### src/rtl/gpirq_pkg.sv
package gpirq_pkg;

   // Register group selected by byte address bits [5:2]; bit [1] picks the half.
   typedef enum logic [3:0] {
      GRP_STAT = 4'd2,
      GRP_EN   = 4'd3,
      GRP_TYPE = 4'd4,
      GRP_POL  = 4'd5,
      GRP_HOLD = 4'd6,
      GRP_FALL = 4'd8,
      GRP_RISE = 4'd9
   } gpirq_grp_e;

   localparam int unsigned GPIRQ_ADDR_W = 6;

endpackage

### src/rtl/gpirq_sync.sv
module gpirq_sync #(
   parameter int unsigned W      = 32,
   parameter int unsigned STAGES = 2
) (
   input  logic         clk,
   input  logic         rst_n,
   input  logic [W-1:0] d,
   output logic [W-1:0] q
);
   localparam int unsigned CW = W * STAGES;

   if (STAGES < 2) begin : g_bad_stages
      $error("gpirq_sync: STAGES must be at least 2");
   end

   logic [CW-1:0] chain;

   always_ff @(posedge clk or negedge rst_n) begin
      if (!rst_n) chain <= '0;
      else        chain <= {chain[CW-W-1:0], d};
   end

   assign q = chain[CW-1 -: W];

endmodule

### src/rtl/gpirq_regs.sv
module gpirq_regs
   import gpirq_pkg::*;
#(
   parameter int unsigned DW          = 16,
   parameter bit          EDGE_SEL_EN = 1'b1
) (
   input  logic                    clk,
   input  logic                    rst_n,
   input  logic                    bus_we,
   input  logic [GPIRQ_ADDR_W-1:0] bus_addr,
   input  logic [DW-1:0]           bus_wdata,
   output logic [DW-1:0]           bus_rdata,
   input  logic [2*DW-1:0]         status,
   output logic [2*DW-1:0]         en,
   output logic [2*DW-1:0]         typ,
   output logic [2*DW-1:0]         pol,
   output logic [2*DW-1:0]         hold,
   output logic [2*DW-1:0]         fall_sel,
   output logic [2*DW-1:0]         rise_sel,
   output logic [2*DW-1:0]         clr
);
   localparam int unsigned NP = 2 * DW;

   logic [3:0] grp;
   logic       hi;
   logic       unused_a0;

   assign grp       = bus_addr[5:2];
   assign hi        = bus_addr[1];
   assign unused_a0 = bus_addr[0];

   logic [1:0][DW-1:0] en_q, typ_q, pol_q, hold_q, fall_q, rise_q, st_v, rsel, clr_v;

   always_ff @(posedge clk or negedge rst_n) begin
      if (!rst_n) begin
         en_q   <= '0;
         typ_q  <= '0;
         pol_q  <= '0;
         hold_q <= '0;
      end else if (bus_we) begin
         case (grp)
            GRP_EN:   en_q[hi] <= bus_wdata;
            GRP_TYPE: begin
               typ_q[hi]  <= bus_wdata;
               hold_q[hi] <= hold_q[hi] & bus_wdata;
            end
            GRP_POL:  pol_q[hi]  <= bus_wdata;
            GRP_HOLD: hold_q[hi] <= bus_wdata & typ_q[hi];
            default:  ;
         endcase
      end
   end

   // Edge-select registers exist only in the selectable-edge variant.
   if (EDGE_SEL_EN) begin : g_edge_sel
      always_ff @(posedge clk or negedge rst_n) begin
         if (!rst_n) begin
            fall_q <= '0;
            rise_q <= '0;
         end else if (bus_we) begin
            if (grp == GRP_FALL) fall_q[hi] <= bus_wdata;
            if (grp == GRP_RISE) rise_q[hi] <= bus_wdata;
         end
      end
   end else begin : g_no_edge_sel
      assign fall_q = '0;
      assign rise_q = '0;
   end

   // Write-one-to-clear strobe toward the status bits.
   always_comb begin
      clr_v = '0;
      if (bus_we && grp == GRP_STAT) clr_v[hi] = bus_wdata;
   end

   assign st_v = status;

   always_comb begin
      case (grp)
         GRP_STAT: rsel = st_v;
         GRP_EN:   rsel = en_q;
         GRP_TYPE: rsel = typ_q;
         GRP_POL:  rsel = pol_q;
         GRP_HOLD: rsel = hold_q;
         GRP_FALL: rsel = fall_q;
         GRP_RISE: rsel = rise_q;
         default:  rsel = '0;
      endcase
   end

   assign bus_rdata = rsel[hi];
   assign en        = en_q;
   assign typ       = typ_q;
   assign pol       = pol_q;
   assign hold      = hold_q;
   assign fall_sel  = fall_q;
   assign rise_sel  = rise_q;
   assign clr       = clr_v;

   // hold may only be set on edge pins
   p_hold_edge_only_r8: assert property (@(posedge clk) disable iff (!rst_n)
      (hold & ~typ) == '0);

   // enable write lands in the addressed half
   p_en_write_lo_r2: assert property (@(posedge clk) disable iff (!rst_n)
      (bus_we && grp == GRP_EN && !hi) |=> (en[DW-1:0] == $past(bus_wdata)));

   p_en_write_hi_r2: assert property (@(posedge clk) disable iff (!rst_n)
      (bus_we && grp == GRP_EN && hi) |=> (en[NP-1:DW] == $past(bus_wdata)));

endmodule

### src/rtl/gpirq_detect.sv
module gpirq_detect #(
   parameter int unsigned NP          = 32,
   parameter bit          EDGE_SEL_EN = 1'b1
) (
   input  logic          clk,
   input  logic          rst_n,
   input  logic [NP-1:0] pin_s,
   input  logic [NP-1:0] typ,
   input  logic [NP-1:0] pol,
   input  logic [NP-1:0] hold,
   input  logic [NP-1:0] fall_sel,
   input  logic [NP-1:0] rise_sel,
   input  logic [NP-1:0] clr,
   output logic [NP-1:0] status
);
   logic [NP-1:0] prev_s, up_ev, dn_ev, edge_ev, st_nxt;

   always_ff @(posedge clk or negedge rst_n) begin
      if (!rst_n) prev_s <= '0;
      else        prev_s <= pin_s;
   end

   assign up_ev = pin_s & ~prev_s;
   assign dn_ev = ~pin_s & prev_s;

   if (EDGE_SEL_EN) begin : g_sel_edges
      assign edge_ev = (up_ev & rise_sel) | (dn_ev & fall_sel);
   end else begin : g_any_edge
      logic [NP-1:0] unused_sel;
      assign unused_sel = fall_sel ^ rise_sel;
      assign edge_ev    = up_ev | dn_ev;
   end

   for (genvar i = 0; i < NP; i++) begin : g_pin
      always_comb begin
         if (!typ[i])      st_nxt[i] = (pin_s[i] == pol[i]);
         else if (hold[i]) st_nxt[i] = edge_ev[i] | (status[i] & ~clr[i]);
         else              st_nxt[i] = edge_ev[i];
      end

      // held status survives a cycle without clear
      p_hold_keep_r5: assert property (@(posedge clk) disable iff (!rst_n)
         (typ[i] && hold[i] && status[i] && !clr[i]) |=> status[i]);

      // clear without event removes held status
      p_hold_clear_r5: assert property (@(posedge clk) disable iff (!rst_n)
         (typ[i] && hold[i] && clr[i] && !edge_ev[i]) |=> !status[i]);

      // event beats a simultaneous clear
      p_set_wins_r7: assert property (@(posedge clk) disable iff (!rst_n)
         (typ[i] && hold[i] && edge_ev[i] && clr[i]) |=> status[i]);

      // pass-through status drops when no new event
      p_thru_drop_r6: assert property (@(posedge clk) disable iff (!rst_n)
         (typ[i] && !hold[i] && !edge_ev[i]) |=> !status[i]);

      // level status tracks the synchronized pin against polarity
      p_level_track_r3: assert property (@(posedge clk) disable iff (!rst_n)
         (!typ[i]) |=> (status[i] == $past(pin_s[i] == pol[i])));
   end

   always_ff @(posedge clk or negedge rst_n) begin
      if (!rst_n) status <= '0;
      else        status <= st_nxt;
   end

endmodule

### src/rtl/gpirq_prio.sv
module gpirq_prio #(
   parameter int unsigned DW = 16
) (
   input  logic                      clk,
   input  logic                      rst_n,
   input  logic [2*DW-1:0]           pending,
   output logic                      valid,
   output logic [$clog2(2*DW)-1:0]   idx
);
   localparam int unsigned NP = 2 * DW;
   localparam int unsigned IW = $clog2(NP);
   localparam int unsigned HW = $clog2(DW);

   logic [1:0] any_h;

   for (genvar h = 0; h < 2; h++) begin : g_half
      logic [HW-1:0] loc;
      always_comb begin
         loc = '0;
         for (int j = DW - 1; j >= 0; j--) begin
            if (pending[h*DW + j]) loc = HW'(j);
         end
      end
      assign any_h[h] = |pending[h*DW +: DW];
   end

   always_comb begin
      valid = |any_h;
      if (any_h[0]) idx = IW'(g_half[0].loc);
      else if (any_h[1]) idx = IW'(DW) + IW'(g_half[1].loc);
      else idx = '0;
   end

   logic [NP-1:0] below_m;
   assign below_m = (NP'(1) << idx) - NP'(1);

   // reported pin is pending
   p_idx_hit_r9: assert property (@(posedge clk) disable iff (!rst_n)
      valid |-> pending[idx]);

   // no pending pin below the reported one
   p_idx_lowest_r9: assert property (@(posedge clk) disable iff (!rst_n)
      valid |-> ((pending & below_m) == '0));

   // not valid means nothing pending
   p_idle_r9: assert property (@(posedge clk) disable iff (!rst_n)
      !valid |-> (pending == '0));

endmodule

### src/rtl/gpirq_unit.sv
module gpirq_unit
   import gpirq_pkg::*;
#(
   parameter int unsigned DW          = 16,
   parameter int unsigned SYNC_STAGES = 2,
   parameter bit          EDGE_SEL_EN = 1'b1
) (
   input  logic                       clk,
   input  logic                       rst_n,
   input  logic [2*DW-1:0]            pin_in,
   input  logic                       bus_we,
   input  logic [GPIRQ_ADDR_W-1:0]    bus_addr,
   input  logic [DW-1:0]              bus_wdata,
   output logic [DW-1:0]              bus_rdata,
   output logic                       irq_out,
   output logic                       irq_spurious,
   output logic                       pend_valid,
   output logic [$clog2(2*DW)-1:0]    pend_idx
);
   localparam int unsigned NP = 2 * DW;

   if (DW < 2 || DW > 16) begin : g_bad_dw
      $error("gpirq_unit: DW must lie in 2..16");
   end
   if (SYNC_STAGES < 2) begin : g_bad_sync
      $error("gpirq_unit: SYNC_STAGES must be at least 2");
   end

   logic [NP-1:0] pin_s, en, typ, pol, hold, fall_sel, rise_sel, clr, status, pending;
   logic          irq_q;

   gpirq_sync #(.W(NP), .STAGES(SYNC_STAGES)) u_sync (
      .clk   (clk),
      .rst_n (rst_n),
      .d     (pin_in),
      .q     (pin_s)
   );

   gpirq_regs #(.DW(DW), .EDGE_SEL_EN(EDGE_SEL_EN)) u_regs (
      .clk       (clk),
      .rst_n     (rst_n),
      .bus_we    (bus_we),
      .bus_addr  (bus_addr),
      .bus_wdata (bus_wdata),
      .bus_rdata (bus_rdata),
      .status    (status),
      .en        (en),
      .typ       (typ),
      .pol       (pol),
      .hold      (hold),
      .fall_sel  (fall_sel),
      .rise_sel  (rise_sel),
      .clr       (clr)
   );

   gpirq_detect #(.NP(NP), .EDGE_SEL_EN(EDGE_SEL_EN)) u_detect (
      .clk      (clk),
      .rst_n    (rst_n),
      .pin_s    (pin_s),
      .typ      (typ),
      .pol      (pol),
      .hold     (hold),
      .fall_sel (fall_sel),
      .rise_sel (rise_sel),
      .clr      (clr),
      .status   (status)
   );

   assign pending = status & en;

   gpirq_prio #(.DW(DW)) u_prio (
      .clk     (clk),
      .rst_n   (rst_n),
      .pending (pending),
      .valid   (pend_valid),
      .idx     (pend_idx)
   );

   always_ff @(posedge clk or negedge rst_n) begin
      if (!rst_n) irq_q <= 1'b0;
      else        irq_q <= |pending;
   end

   assign irq_out      = irq_q;
   assign irq_spurious = irq_q & ~pend_valid;

   // any pending pin raises the request on the next cycle
   p_irq_follows_r10: assert property (@(posedge clk) disable iff (!rst_n)
      pend_valid |=> irq_out);

   p_irq_quiet_r10: assert property (@(posedge clk) disable iff (!rst_n)
      !pend_valid |=> !irq_out);

   // spurious only right after the pending set emptied
   p_spurious_r11: assert property (@(posedge clk) disable iff (!rst_n)
      irq_spurious |-> ($past(pend_valid) && !pend_valid));

endmodule

### config.mk
export PLATFORM = sky130hd
export DESIGN_NAME = gpirq_unit
export DESIGN_NICKNAME = d
export VERILOG_FILES = /design/src/rtl/gpirq_pkg.sv /design/src/rtl/gpirq_sync.sv /design/src/rtl/gpirq_regs.sv /design/src/rtl/gpirq_detect.sv /design/src/rtl/gpirq_prio.sv /design/src/rtl/gpirq_unit.sv
export SDC_FILE = /design/constraint.sdc
export NUM_CORES = 1
export LEC_CHECK = 0
export BUFFER_PORTS_ARGS = -buffer_cell sky130_fd_sc_hd__buf_2
export CORE_MARGIN = 2
export CORE_UTILIZATION = 35
export DETAILED_ROUTE_END_ITERATION = 16
export PLACE_DENSITY = 0.49
export SYNTH_ARGS = -nofsm -noshare
export SYNTH_HDL_FRONTEND = slang
export SYNTH_SLANG_ARGS = --single-unit
### constraint.sdc
create_clock -name clk -period 1.6 [get_ports clk]
set_clock_uncertainty 0.15 [all_clocks]
set_input_delay 0.08 -clock clk [delete_from_list [all_inputs] [get_ports clk]]
set_output_delay 0.08 -clock clk [all_outputs]
set_load 0.02 [all_outputs]
## Yosys cells after proc, flatten, opt, wreduce, memory -nomap -nowiden

Cells that the tools add are included.

| storage, ports and cells | value |
|---|---|
| bits in registers | 321 |
| input bits | 57 |

| operators by class | value |
|---|---|
| $add $sub $neg | 1 |
| magnitude comparators | 2 |
| equality and inequality tests | 39 |
| muxes and demuxes | 116 |
| bitwise operators | 109 |
| reductions and logical operators | 12 |

Operators by type and width:

| operator | count |
|---|---|
| $bwmux W32 | 7 |
| $pmux W32 S7 | 1 |
| $and A32 B32 Y32 | 6 |
| $mux W4 | 32 |
| $mux W16 | 7 |
| $mux W1 | 64 |
| $not A32 Y32 | 2 |
| $pmux W32 S2 | 1 |
| $and A1 B1 Y1 | 33 |
| $not A1 Y1 | 33 |
| $and A16 B16 Y16 | 2 |
| $eq A1 B1 Y1 | 32 |
| $mux W32 | 1 |
| $or A1 B1 Y1 | 32 |
| $or A32 B32 Y32 | 1 |
| $reduce_or A16 Y1 | 2 |
| $reduce_or A32 Y1 | 1 |
| $demux W16 S1 | 1 |
| $eq A4 B3 Y1 const B | 3 |
| $reduce_and A2 Y1 | 6 |
| $mux W5 | 2 |
| $eq A4 B2 Y1 const B | 2 |
| $eq A4 B4 Y1 const B | 2 |
| $add A5 B4 Y5 const A | 1 |
| 4 further kinds | 5 |

## Logic depth before layout (Yosys ltp)

Gate-level depths: netlist of run 1.

| depth | value |
|---|---|
| depth in word-level cells | 20 |
| depth in mapped cells | 8 |
| mapped depth without buffers | 5 |

## By module

Synthesis of run 1 repeated with hierarchy kept, for this count alone.

| unflattened totals | value |
|---|---|
| cells, all modules | 1391 |
| area total of the unflattened synthesis | 15665.0 um^2 |

By module, submodules not included:

| module | times used | cells an instance | area each (um^2) | seq. area each (um^2) |
|---|---|---|---|---|
| gpirq_regs | 1 | 863 | 9877.0 | 4804.6 |
| gpirq_detect | 1 | 320 | 3203.1 | 1601.5 |
| gpirq_sync | 1 | 96 | 1841.8 | 1601.5 |
| gpirq_prio | 1 | 65 | 414.1 | 0.0 |
| gpirq_unit | 1 | 47 | 329.1 | 25.0 |

## Least setup slack after synthesis of run 1

Ideal clock, no wire load.

| timing | value |
|---|---|
| path type | register to output |
| start | reg u_regs.en_q, in the netlist u_regs.en[5] |
| end | out pend_idx[0] |
| arrival time | 1839 ps |
| data required time | 1370 ps |
| slack | -469 ps |
| cell stages (with the launch flop) | 6 |
| buffers on the path | 0 |
| path through | dfrtp_1 a22oi_1 nand4_1 nor3_1 nand2b_1 o32ai_1 |

| between the ends | value |
|---|---|
| word-level cells in the longest chain between the ends | 8 |
| elaborated cells between the ends (all ways) | 9 |
| those cells by class | mux (7); bitwise (1); reduce/logical (1) |

Ends and longest elaborated chain:

| element | line | RTL |
|---|---|---|
| start: declaration | gpirq_regs.sv:32 | `logic [1:0][DW-1:0] en_q, typ_q, pol_q, hold_q, fall_q, rise_q, st_v, rsel, clr_v;` |
| start signal: indexed assignment | gpirq_regs.sv:42 | `GRP_EN: en_q[hi] <= bus_wdata;` |
| $and A32 B32 Y32 (*) | gpirq_unit.sv:69 | `assign pending = status & en;` |
| $mux W4 (6 in series) | gpirq_prio.sv:21 | `if (pending[h*DW + j]) loc = HW'(j);` |
| $mux W5 (*) | gpirq_prio.sv:29 | `if (any_h[0]) idx = IW'(g_half[0].loc);` |
| end: declaration | gpirq_unit.sv:18 | `output logic [$clog2(2*DW)-1:0] pend_idx` |

Every way passes the cells marked *; elsewhere a longest branch is shown, timed or not.

## Worst setup path in the final report of run 1

| timing | value |
|---|---|
| start | reg u_detect.status[1] |
| end | out pend_idx[0] |

| between the ends | value |
|---|---|
| word-level cells in the longest chain between the ends | 4 |
| elaborated cells between the ends (all ways) | 5 |
| those cells by class | mux (3); bitwise (1); reduce/logical (1) |

Ends and longest elaborated chain:

| element | line | RTL |
|---|---|---|
| start: declaration | gpirq_detect.sv:14 | `output logic [NP-1:0] status` |
| start signal: assignment | gpirq_detect.sv:64 | `else status <= st_nxt;` |
| $and A32 B32 Y32 (*) | gpirq_unit.sv:69 |  |
| $mux W4 (2 in series) | gpirq_prio.sv:21 |  |
| $mux W5 (*) | gpirq_prio.sv:29 |  |

Marked as above.

==> qor.yml, run 1 <==
yosys.area.top_type: "dfrtp_1"
setup_viol: 24
async_reset_ff_share_pct: 100
grt.total_usage_pct: 23.1
drt-initial-drc-count: 924
synth_warnings: 0
numPortBuffers: 79
drt_wl_total_mm: 47.3
hp-class: "input pin to flip-flop"
yosys-top-cells-area: "dfrtp_1, mux2_2, o21ai_0"
maxCapViolations: 0
finalHoldViolations: 0
grt_pass1_vias: 11600
p_sw_mw: 7.22
dr.pass1.iters: 6
clockBufferDepth: 3
synthMostInstantiatedCell: "dfrtp_1"
synth_seq_cells: 321
rsz0062_at_grt: "yes"
wl_per_cell_um: 22.8
tightest_slew_ns: 0.498
synth.yosys.seq_area_share_pct: 56.2
gp_congestion: 0.861
synth_flop_cell: "dfrtp_1"
syn_inst: 1192
p_per_area_mw_per_mm2: 1280
clockRootBuffer: "clkbuf_16"
ant_nets: 0
path_class: "flip-flop to output port"
synth_common_cells: "dfrtp_1, mux2_2, nand2_1, o21ai_0, a21oi_1"
cp.arrival_ns: 2.46
final.setup.tns_ns: -15.55
fin_crit_sh_pct: 168
dp_hpwl_mm: 32.3
required_ns: 1.37
relSlewSlack_pct: 66.8
maxSlewViolCount: 0
seq_power_share_pct: 42.2
p_comb_share_pct: 22.1
vias: 11200
synth_area_mm2: 0.0143
nNetsFinal: 1573
synth.avg_cell_area_um2: 12.0
drt-vias-per-instance: 5.38
rows: 74
clkLatencyLatePin_ns: 0.55
end_kind: "output port"
setup_slack_ns: -1.09
core_mm2: 0.0406
fmax_mhz: 372
syn_nets: 1249
internal_power_mw: 17.9
p_leak_nw: 8.63
die_x_um: 206
startpoint_type: "flip-flop"
die_h_um: 206
synth.distinct_cells: 56
design_area_mm2: 0.0197
clkSinkCount: 321
cts_buffers: 38
grt_pass1_wl_mm: 72.7
io_pins: 81
antenna_found_initial: 0
p_sw_share_pct: 28.7
vdd_ir_drop_max_uv: 715
grt_overflow: 0
dpl_worst_slack_ns: -0.684
grt_max_degree: 54
dieArea_mm2: 0.0425
drive_gt1_share_pct: 38.5
dpl_cell_area_mm2: 0.0173
area_growth_syn_to_layout_pct: 37.8
htreeDepth: 2
status: "complete, but fails checks"
pwr-share-clk_pct: 35.7
cp_max_fo: 3
synth_top_area_share_pct: 56.2
cts_tree: "built"
drcViolationCount: 0
antenna_cells: 0
start_util_pct: 35.2
clkTransAtPathRegs_ns: 0.06
regToRegSetupSlack_ns: -0.26
violations: "setup timing"
synth_edf_count: 0
fin_crit_ns: 2.69
metal layers:
metal  track usage [%]  vias to the layer above  wire length [um]
met3              3.06                       78              1980
met2              36.3                      264             21700
met1              32.9                     5727             22300
met4              7.40                        0              1280
li1                  -                     5094                 -
met5                 0                        -                 0
power groups by stage:
| stage | clock (mW) | sequential, mW | combinational, mW |
|---|---|---|---|
| 2_1_floorplan | 0 | 10.3 | 2.56 |
| 3_3_place_gp | 0 | 10.6 | 4.87 |
| 3_5_place_dp | 0 | 10.7 | 4.89 |
| 4_1_cts | 9.17 | 10.6 | 5.48 |
| 5_1_grt | 9.49 | 10.8 | 5.99 |
| 6_report | 8.96 | 10.6 | 5.54 |
kinds of logic after synthesis:
group / count (synthesis) / synth area share, %
buffers and inverters: 81 / 2.82
and+or+nand+nor: 250 / 9.46
muxes: 177 / 13.8
xor gates and xnor gates: 32 / 1.96
AOI/OAI and AO/OA: 331 / 15.7
DFF: 321 / 56.2
timing repair:
item                                    4_1_cts  5_1_grt
resized for setup                            94       20
hold buffers                                 63        0
pin swaps                                    31       11
endpoints found under the setup margin       27       26
endpoints found under the hold margin       575        0
buffers inserted                              7        2
cloned                                        0        0
cell type report:
class | count | area (um^2)
clock buffer | 57 | 1170
clock inverter | 8 | 123
fill | 3687 | 20900
inverter | 5 | 18.8
multi-input combinational | 790 | 6460
sequential | 321 | 8040
tap | 532 | 666
timing repair buffer | 360 | 3220
through the flow:
stage / hold slack, ns / util (%) / instances / power [mW]
floorplan: -0.366 / - / 1192 / 12.9
global placement: -0.0910 / 42.7 / 1940 / 15.5
detailed placement: -0.0927 / 42.7 / 1940 / 15.6
CTS: 0.00139 / 48.3 / 2072 / 25.2
global route: 0.0156 / 48.6 / 2073 / 26.3
finish: 0.0211 / 48.6 / 2073 / 25.1
cell usage in the layout, fill, tap and decap left out, types with 21 or more instances in the layout:
cell / instances
dlygate4sd3_1: 63
a22oi_1: 21
o21ai_0: 94
a22o_1: 22
xor2_1: 30
buf_2: 54
clkbuf_16: 41
buf_4: 176
a32o_1: 34
a21oi_1: 61
mux2_2: 132
nand3b_1: 31
dfrtp_1: 317
buf_12: 28
mux2_4: 21
nand2_1: 123
buf_6: 37
flip-flops by register name, summed over array words and instances, names as in the netlist:
name / cells
irq_out: 1
u_detect.prev_s: 32
u_detect.status: 32
u_regs.en: 32
u_regs.fall_sel: 32
u_regs.hold: 32
u_regs.pol: 32
u_regs.rise_sel: 32
u_regs.typ: 32
u_sync.chain: 64
path summary, 6_finish.rpt:
check,depth (start not counted),endpoint,startpoint
max reg2reg,7,irq_out,u_detect.status[1]
min,2,u_sync.chain[22],pin_in[22]
min reg2reg,0,u_sync.chain[45],u_sync.chain[13]
max,7,pend_idx[0],u_detect.status[1]
min in group asynchronous,3,u_sync.chain[17],rst_n
max in group asynchronous,4,u_detect.status[11],rst_n
worst max-delay path: stages, from the launching register on:
cell,delay (ns)
dfrtp_1,0.39
a22oi_2,0.23
buf_4,0.16
nand4_1,0.19
nor3_4,0.29
nand2b_4,0.11
o32ai_4,0.36
buf_6,0.17
(Power assumes the default switching activity.)
==> run 2: changes to the inputs <==
--- a/config.mk
+++ b/config.mk
@@ -10,6 +10,7 @@
 export CORE_UTILIZATION = 35
 export DETAILED_ROUTE_END_ITERATION = 16
 export PLACE_DENSITY = 0.49
+export SKIP_LAST_GASP = 1
 export SYNTH_ARGS = -nofsm -noshare
 export SYNTH_HDL_FRONTEND = slang
 export SYNTH_SLANG_ARGS = --single-unit
==> run 2 against run 1 <==
Effect of this change:
- the run still ends with setup timing left
- total power fell by 0.24%
- clock power about the same
- fmax down 0.18%
- non-clock buffer count unchanged
- highest routed layer unchanged
- sequential power barely moved
- die area unchanged
- sequential share of layout area rose by 0.078 points
- critical endpoint unchanged
- critical path depth stayed put
- hold slack hardly changed
==> qor.yml, run 2 (synthesis results as in run 1) <==
power_mw: 25.1
cts_buffers: 38
clkLatencyLatePin_ns: 0.55
grt_pass1_wl_mm: 72.7
pwr-share-clk_pct: 35.7
htreeDepth: 2
antenna_found_initial: 0
regMostFlops: "u_sync.chain"
finalHoldViolations: 0
slowest_delay_ns: 0.39
grt.total_usage_pct: 23.0
final_common_cell: "dfrtp_1"
core_mm2: 0.0406
drcViolationCount: 0
hp-class: "input pin to flip-flop"
grt_overflow: 0
internal_power_mw: 17.9
rows: 74
fin_crit_sh_pct: 168
nNetsFinal: 1573
drive_gt1_share_pct: 38.4
p_sw_mw: 7.19
seq_power_share_pct: 42.3
drt_wl_total_mm: 47.3
drt-initial-drc-count: 801
clkSinkCount: 321
rsz0062_at_grt: "yes"
dieArea_mm2: 0.0425
regToRegSetupSlack_ns: -0.26
ant_nets: 0
cp.arrival_ns: 2.46
status: "complete, but fails checks"
cts_tree: "built"
dp.cells: 1940
path_class: "flip-flop to output port"
grt_max_degree: 54
maxSlewViolCount: 0
p_per_area_mw_per_mm2: 1270
drt-vias-per-instance: 5.44
cpMaxStageDelayCell: "dfrtp_1"
die_h_um: 206
gp_congestion: 0.861
die_x_um: 206
grt_pass1_vias: 11600
violations: "setup timing"
end_kind: "output port"
numPortBuffers: 79
start_util_pct: 35.2
setup_slack_ns: -1.09
tightest_slew_ns: 0.503
vdd_ir_drop_max_uv: 715
area_growth_syn_to_layout_pct: 37.6
wl_per_cell_um: 22.8
required_ns: 1.37
p_comb_share_pct: 21.9
setup_viol: 24
maxCapViolations: 0
clkTransAtPathRegs_ns: 0.06
p_sw_share_pct: 28.7
final_cell_mix: "dfrtp_1, buf_4, mux2_2"
fin_crit_ns: 2.69
antenna_cells: 0
final.setup.tns_ns: -15.58
largest_reg_flops: 64
fin_cells: 2073
path_cells: "a22oi_2, buf_4, nand4_1, nor3_4, nand2b_4, o32ai_4, buf_6"
clockRootBuffer: "clkbuf_16"
dp_hpwl_mm: 32.3
p_leak_nw: 8.62
startpoint_type: "flip-flop"
cp_max_fo: 3
dr.pass1.iters: 6
vias: 11300
io_pins: 81
fmax_mhz: 371
clockBufferDepth: 3
relSlewSlack_pct: 66.5
run 2: worst max-delay path: cells and delay by family (launching register included):
family / cells / cell delay (ns)
AND/OR/NAND/NOR: 3 / 0.59
flip-flops: 1 / 0.39
buffers and inverters: 2 / 0.33
AO/OA/AOI/OAI: 2 / 0.59
run 2: final timing paths:
check	start	to	cells after the start
min in group asynchronous	rst_n	u_sync.chain[17]	3
hold / removal	pin_in[22]	u_sync.chain[22]	2
setup reg to reg	u_detect.status[1]	irq_out	7
max in group asynchronous	rst_n	u_regs.rise_sel[7]	4
setup / recovery	u_detect.status[1]	pend_idx[0]	7
hold reg to reg	u_sync.chain[13]	u_sync.chain[45]	0
run 2: area by class of cell:
cell class | instances | area [um^2]
well taps | 532 | 666
repair buffers | 360 | 3190
clock buffers | 57 | 1170
inverters | 5 | 18.8
multi-input cells | 790 | 6460
fillers | 3688 | 20900
flip-flops and latches | 321 | 8040
clock inverters | 8 | 123
run 2: power by group through the flow:
stage	registers, mW	clock network, mW	logic (mW)
after detailed placement	10.7	0	4.89
final	10.6	8.95	5.49
after global placement	10.6	0	4.87
after global routing	10.8	9.49	5.94
after CTS	10.6	9.17	5.45
after floorplan	10.3	0	2.56
run 2: what timing repair did:
item	in CTS	in global routing
resized for setup	83	21
pin swaps	31	12
buffers inserted	7	2
hold buffers	63	0
hold endpoints to repair	575	0
setup endpoints to repair	27	26
run 2: routing by layer:
layer | wire (um) | part of all wire, % | vias up | GRT usage [%]
met3 | 2190 | 4.6 | 74 | 3.12
met1 | 22200 | 47 | 5773 | 32.8
met2 | 21700 | 46 | 331 | 36.3
met5 | 0 | 0 | - | 0
met4 | 1250 | 2.6 | 0 | 7.37
li1 | - | - | 5095 | -
run 2: stage by stage:
stage	hold WS (ns)	setup slack [ns]	instance area [um^2]	util [%]
after floorplan	-0.366	-0.142	14800	-
after global placement	-0.0910	-0.723	17300	42.7
after detailed placement	-0.0927	-0.684	17300	42.7
after CTS	0.00139	-1.07	19600	48.2
after global routing	0.0156	-1.14	19700	48.5
final	0.0214	-1.09	19700	48.5
